[config.mk]
export PLATFORM = sky130hd
export DESIGN_NAME = serlnk_top
export DESIGN_NICKNAME = d
export VERILOG_FILES = /design/src/rtl/serlnk_pkg.sv /design/src/rtl/serlnk_ctrl.sv /design/src/rtl/serlnk_shift.sv /design/src/rtl/serlnk_top.sv
export SDC_FILE = /design/constraint.sdc
export NUM_CORES = 1
export LEC_CHECK = 0
export BUFFER_PORTS_ARGS = -buffer_cell sky130_fd_sc_hd__clkbuf_2
export CELL_PAD_IN_SITES_DETAIL_PLACEMENT = 1
export CELL_PAD_IN_SITES_GLOBAL_PLACEMENT = 1
export CORE_ASPECT_RATIO = 0.6
export CORE_MARGIN = 5
export CORE_UTILIZATION = 44
export CTS_BUF_LIST = sky130_fd_sc_hd__clkbuf_16
export DETAILED_ROUTE_END_ITERATION = 10
export PLACE_DENSITY = 0.76
export SYNTH_ARGS = -nofsm -noshare
export SYNTH_HDL_FRONTEND = slang
export SYNTH_SLANG_ARGS = --single-unit
[constraint.sdc]
create_clock -name clk -period 2.6 [get_ports clk]
set_input_delay 0.52 -clock clk [delete_from_list [all_inputs] [get_ports clk]]
set_output_delay 0.52 -clock clk [all_outputs]
set_load 0.02 [all_outputs]
[src/rtl/serlnk_pkg.sv]
package serlnk_pkg;

    localparam int DATA_W_DEF      = 22;
    localparam int WARM_FRAMES_DEF = 4096;
    localparam int FAST_MHZ_DEF    = 250;
    localparam int BACKOFF_NS_DEF  = 1000;

    typedef enum logic [1:0] {
        LNK_OFF  = 2'd0,
        LNK_WARM = 2'd1,
        LNK_RUN  = 2'd2,
        LNK_HOLD = 2'd3
    } lnk_state_e;

    // lead bit plus data plus a pair of boundary bits
    function automatic int frame_len(input int dw);
        return dw + 3;
    endfunction

    function automatic int cnt_w(input int n);
        return (n < 2) ? 1 : $clog2(n);
    endfunction

endpackage

[src/rtl/serlnk_ctrl.sv]
module serlnk_ctrl
    import serlnk_pkg::*;
#(
    parameter int WARM_FRAMES = WARM_FRAMES_DEF,
    parameter int BACKOFF_CYC = 250
) (
    input  logic       clk,
    input  logic       rst,
    input  logic       pd_req_i,
    input  logic       line_hi_i,
    input  logic       frame_end_i,
    output lnk_state_e state_o,
    output logic       load_data_o
);

    localparam int WW = cnt_w(WARM_FRAMES);
    localparam int BW = cnt_w(BACKOFF_CYC);

    lnk_state_e      st_q, st_d;
    logic [WW-1:0]   warm_cnt_q;
    logic [BW-1:0]   hold_cnt_q;
    logic            warm_last, hold_last;

    assign warm_last = (warm_cnt_q == WW'(WARM_FRAMES - 1));
    assign hold_last = (hold_cnt_q == BW'(BACKOFF_CYC - 1));

    always_comb begin
        st_d = st_q;
        unique case (st_q)
            LNK_OFF:  if (!pd_req_i) st_d = LNK_WARM;
            LNK_WARM: begin
                if (line_hi_i)                    st_d = LNK_HOLD;
                else if (frame_end_i && warm_last) st_d = LNK_RUN;
            end
            LNK_RUN:  if (line_hi_i) st_d = LNK_HOLD;
            LNK_HOLD: if (hold_last) st_d = LNK_WARM;
            default:  st_d = LNK_OFF;
        endcase
        if (pd_req_i) st_d = LNK_OFF;
    end

    always_ff @(posedge clk) begin
        if (rst) begin
            st_q       <= LNK_OFF;
            warm_cnt_q <= '0;
            hold_cnt_q <= '0;
        end else begin
            st_q <= st_d;
            if (st_q != LNK_WARM)  warm_cnt_q <= '0;
            else if (frame_end_i)  warm_cnt_q <= warm_cnt_q + 1'b1;
            if (st_q != LNK_HOLD)  hold_cnt_q <= '0;
            else                   hold_cnt_q <= hold_cnt_q + 1'b1;
        end
    end

    // the frame loaded at the next boundary carries data only from run onward
    assign load_data_o = (st_q == LNK_RUN) || ((st_q == LNK_WARM) && warm_last);
    assign state_o     = st_q;

    AST_PD_RELEASES: assert property (@(posedge clk) disable iff (rst)
        pd_req_i |=> (st_q == LNK_OFF));
    AST_LINE_BACKOFF: assert property (@(posedge clk) disable iff (rst)
        ((st_q == LNK_WARM || st_q == LNK_RUN) && line_hi_i && !pd_req_i) |=> (st_q == LNK_HOLD));
    AST_HOLD_KEEPS: assert property (@(posedge clk) disable iff (rst)
        (st_q == LNK_HOLD && !hold_last && !pd_req_i) |=> (st_q == LNK_HOLD));
    AST_HOLD_EXIT: assert property (@(posedge clk) disable iff (rst)
        (st_q == LNK_HOLD && hold_last && !pd_req_i) |=> (st_q == LNK_WARM));
    AST_RUN_ON_BOUNDARY: assert property (@(posedge clk) disable iff (rst)
        (st_q == LNK_RUN && $past(st_q) != LNK_RUN) |-> $past(frame_end_i));

endmodule

[src/rtl/serlnk_shift.sv]
module serlnk_shift
    import serlnk_pkg::*;
#(
    parameter int DATA_W = DATA_W_DEF
) (
    input  logic              clk,
    input  logic              rst,
    input  logic              active_i,
    input  logic              load_data_i,
    input  logic [DATA_W-1:0] data_i,
    output logic              bit_o,
    output logic              frame_end_o
);

    localparam int FRAME_W = frame_len(DATA_W);
    localparam int SW      = cnt_w(FRAME_W);

    logic [FRAME_W-1:0] frm_q;
    logic [SW-1:0]      slot_q;

    function automatic logic [FRAME_W-1:0] pack(input logic [DATA_W-1:0] w);
        return {~w[DATA_W-1], ~w[DATA_W-1], w, 1'b0};
    endfunction

    assign frame_end_o = active_i && (slot_q == SW'(FRAME_W - 1));

    always_ff @(posedge clk) begin
        if (rst || !active_i) begin
            slot_q <= '0;
            frm_q  <= pack('0);
        end else if (frame_end_o) begin
            slot_q <= '0;
            frm_q  <= pack(load_data_i ? data_i : '0);
        end else begin
            slot_q <= slot_q + 1'b1;
            frm_q  <= frm_q >> 1;
        end
    end

    assign bit_o = frm_q[0];

    AST_GUARD_LEADS: assert property (@(posedge clk) disable iff (rst)
        (active_i && slot_q == '0) |-> !frm_q[0]);
    AST_BOUNDARY_PAIR: assert property (@(posedge clk) disable iff (rst)
        (active_i && slot_q == '0) |-> (frm_q[FRAME_W-1] == frm_q[FRAME_W-2]));
    AST_SLOT_BOUND: assert property (@(posedge clk) disable iff (rst)
        slot_q < SW'(FRAME_W));
    AST_CAPTURE_WORD: assert property (@(posedge clk) disable iff (rst)
        (frame_end_o && load_data_i) |=> (!active_i || frm_q[DATA_W:1] == $past(data_i)));

endmodule

[src/rtl/serlnk_top.sv]
module serlnk_top
    import serlnk_pkg::*;
#(
    parameter int DATA_W      = DATA_W_DEF,
    parameter int WARM_FRAMES = WARM_FRAMES_DEF,
    parameter int FAST_MHZ    = FAST_MHZ_DEF,
    parameter int BACKOFF_NS  = BACKOFF_NS_DEF
) (
    input  logic              clk,
    input  logic              rst,
    input  logic [DATA_W-1:0] data_i,
    input  logic              pd_req_i,
    input  logic              line_hi_i,
    output logic              ser_o,
    output logic              drive_en_o,
    output logic              ready_o
);

    localparam int BACKOFF_CYC = FAST_MHZ * BACKOFF_NS / 1000;

    lnk_state_e state;
    logic       load_data, frame_end, raw_bit, active;

    serlnk_ctrl #(
        .WARM_FRAMES (WARM_FRAMES),
        .BACKOFF_CYC (BACKOFF_CYC)
    ) u_ctrl (
        .clk         (clk),
        .rst         (rst),
        .pd_req_i    (pd_req_i),
        .line_hi_i   (line_hi_i),
        .frame_end_i (frame_end),
        .state_o     (state),
        .load_data_o (load_data)
    );

    assign active = (state == LNK_WARM) || (state == LNK_RUN);

    serlnk_shift #(
        .DATA_W (DATA_W)
    ) u_shift (
        .clk         (clk),
        .rst         (rst),
        .active_i    (active),
        .load_data_i (load_data),
        .data_i      (data_i),
        .bit_o       (raw_bit),
        .frame_end_o (frame_end)
    );

    assign drive_en_o = active;
    assign ready_o    = (state == LNK_RUN);
    assign ser_o      = active & raw_bit;

    AST_READY_AFTER_WARM: assert property (@(posedge clk) disable iff (rst)
        $rose(ready_o) |-> $past(drive_en_o));

endmodule

==> results.py <==
metrics = {
    "route": {
        "antenna_left": 0,
        "wire_per_inst_um": 16.3,
        "drc": 0,
        "drt_iter0_markers": 61,
        "drt_pass1_iterations": 4,
        "finalWirelength_um": 4870,
        "route.vias.total": 1611,
        "avgViaCountPerCell": 5.39,
    },
    "pwr": {
        "peakVddDrop_mv": 0.317,
        "power.density_nw_per_um2": 624,
        "p_leak_uw": 0.00101,
    },
    "clock_tree": {
        "cts.sinks": 52,
        "cts_tree": "yes",
        "cts_post_setup_buffers_inserted": 0,
        "cts_buffers": 5,
        "clockRootBuffer": "clkbuf_16",
        "cts_resized": 0,
        "clk_pin_slew_ps": 70,
        "postCtsHoldBufs": 0,
        "htree_levels": 2,
        "clkLatencyLatePin_ps": 290,
        "clockBufferDepth": 2,
    },
    "synthesis": {
        "seq_area_frac_synth": 0.490,
        "synth_area_um2": 2120,
        "synth_flop_cell": "dfxtp_1",
        "synth_edf_count": 0,
        "postSynth.asyncResetShare": 0,
        "synth.avg_cell_area_um2": 10.4,
        "synth-seq-cells": 52,
        "synth.lib_cells_used.distinct": 45,
        "ys.warnings.count": 0,
        "synth_fp_nets": 239,
        "netlist_instances": 205,
    },
    "grt": {
        "grtUsageMet3": 0.0543,
        "grt_pass1_vias": 1650,
        "grt-busiest-layer": "met1",
        "antenna_found_initial": 0,
        "grt_pass1_wl_um": 8270,
        "use_met2": 0.221,
        "grt_usage": 0.163,
        "grt_max_degree": 25,
        "grt_overflow": 0,
        "use_met1": 0.247,
    },
    "worst_setup_path": {
        "critical_path_arrival_ps": 2410,
        "r2r_end": "u_shift.frm_q[1]",
        "timing.rr.start": "u_ctrl.state_o[0]",
        "required_ps": 2830,
        "crit_type": "reg2reg",
        "ff2ff_path_depth": 6,
        "startpoint": "u_ctrl.state_o[0]",
        "rrSetupSlack_ps": 430,
        "end_kind": "register",
        "cp_max_fo": 21,
        "endpoint": "u_shift.frm_q[1]",
        "cp-start-kind": "register",
    },
    "sta": {
        "fin_worst_skew_ps": 7.69,
        "hold_viol": 0,
        "layout_setup_ws_ps": 425,
        "fin_crit_ps": 2170,
        "drv_slew": 0,
        "fin_tns_setup_ps": 0,
        "rsz0062_at_grt": "false",
        "max_freq_ghz": 0.460,
        "relSlewSlack": 0.642,
        "report.final.setup_viol": 0,
        "worst_pin_slew_ps": 533,
        "min_period_over_period": 0.836,
    },
    "job": {
        "maxCapViolations": 0,
    },
    "cells_and_area": {
        "nFillCells": 514,
        "syn_to_final_growth_pct": 15.9,
        "mostFrequentLayoutCell": "dfxtp_1",
        "antenna_cells": 0,
        "nNetsFinal": 269,
        "post_route_cells_drive_above_1_share": 0.199,
        "final_cell_mix": "52 x dfxtp_1, 28 x clkbuf_2, 24 x nor2_1, 21 x a22o_1",
    },
    "worst_hold_path": {
        "hold_path_class": "in2reg",
        "worstHoldStart": "pd_req_i",
    },
    "floorplanning": {
        "rows": 19,
        "start_util": 0.460,
        "die_h_um": 63.8,
        "die_x_um": 99.7,
        "pin_count": 29,
        "design.core.area_um2": 4610,
        "die_area_um2": 6360,
    },
    "placement": {
        "gp_congestion": 0.755,
        "preCtsSetupSlack_ps": 430,
        "numPortBuffers": 28,
        "place_hpwl_um": 3600,
    },
    "run_status": {
        "status": "completed",
    },
}
-- cells in the mapped netlist (2+ instances only) --
| library cell | n | area share |
|---|---|---|
| a41o_1 | 2 | 0.0094 |
| or3_1 | 2 | 0.0059 |
| a22o_1 | 21 | 0.087 |
| xnor2_1 | 8 | 0.033 |
| nand3_1 | 7 | 0.016 |
| o21ai_0 | 2 | 0.0047 |
| dfxtp_1 | 52 | 0.49 |
| clkbuf_1 | 4 | 0.0071 |
| and4_1 | 2 | 0.0083 |
| nand2_1 | 11 | 0.019 |
| buf_6 | 2 | 0.011 |
| nor2b_1 | 2 | 0.0059 |
| nand4_1 | 5 | 0.015 |
| ha_1 | 8 | 0.047 |
| a21oi_1 | 4 | 0.0094 |
| inv_1 | 10 | 0.018 |
| nor2_1 | 24 | 0.042 |
| nand2b_1 | 3 | 0.0088 |
| xor2_1 | 6 | 0.025 |
| and2_1 | 3 | 0.0088 |
| a31oi_1 | 3 | 0.0088 |
-- power breakdown --
group          internal, µW  leakage [µW]  total, µW  switching, µW
clock network           355     0.0000712        643            288
logic                  35.6      0.000516       84.9           49.3
registers               803      0.000419        808           5.00
total                  1190       0.00101       1540            342
-- sequential cells by signal (all words and copies together) (netlist names) --
| register | cells |
|---|---|
| u_shift.frm_q | 25 |
| u_ctrl.warm_cnt_q | 12 |
| u_ctrl.hold_cnt_q | 8 |
| u_shift.slot_q | 5 |
| u_ctrl.state_o | 2 |
-- cells by family (layout without fill, tap and decap cells) --
| group | count (synthesis) | in the layout | share of synthesized area |
|---|---|---|---|
| and+or+nand+nor | 71 | 71 | 0.194 |
| DFF | 52 | 52 | 0.490 |
| AOI/OAI and AO/OA | 42 | 42 | 0.169 |
| buffers and inverters | 17 | 48 | 0.0377 |
| xor gates and xnor gates | 14 | 14 | 0.0578 |
| adders and majority gates | 8 | 8 | 0.0471 |
| muxes | 1 | 1 | 0.00471 |
-- per-stage QoR --
step | hold WS [ps] | power, µW | util | instance area, µm² | std cells
2_1_floorplan | 403 | 872 | - | 2120 | 205
3_3_place_gp | 407 | 908 | 0.502 | 2310 | 291
3_5_place_dp | 418 | 911 | 0.502 | 2310 | 291
4_1_cts | 415 | 1550 | 0.533 | 2460 | 299
5_1_grt | 419 | 1600 | 0.533 | 2460 | 299
6_report | 419 | 1540 | 0.533 | 2460 | 299
-- cell type report --
class,instances,area [µm²],share of cell area
Tap cell,63,78.8,0.0320
Timing Repair Buffer,30,155,0.0631
Clock buffer,5,125,0.0509
Multi-Input combinational cell,136,1000,0.407
Sequential cell,52,1040,0.423
Clock inverter,3,20.0,0.00814
Inverter,10,37.5,0.0153
-- metal layers --
metal  vias to the layer above  wire length [µm]  share of wire
li1                        790                 -              -
met3                         4               280          0.058
met1                       778              2630           0.54
met2                        39              1930           0.40
met4                         0                27         0.0055
met5                         -                 0              0
-- worst min path at each step --
stage,end,slack [ps],cells after the start
floorplan,u_shift.frm_q[23],400,1
global placement,u_shift.frm_q[0],410,1
detailed placement,u_shift.frm_q[23],420,1
CTS,u_ctrl.state_o[0],410,2
global route,u_ctrl.state_o[0],420,2
finish,u_ctrl.state_o[0],420,2
-- critical path, cell delays in order, from the launching register on --
cell and delay [ps]:
dfxtp_1 360, inv_1 80, ha_1 380, nand4b_4 280, nor2_1 270, and3_2 500
a22o_1 230
Note: power is estimated with default switching activity, not from simulation.
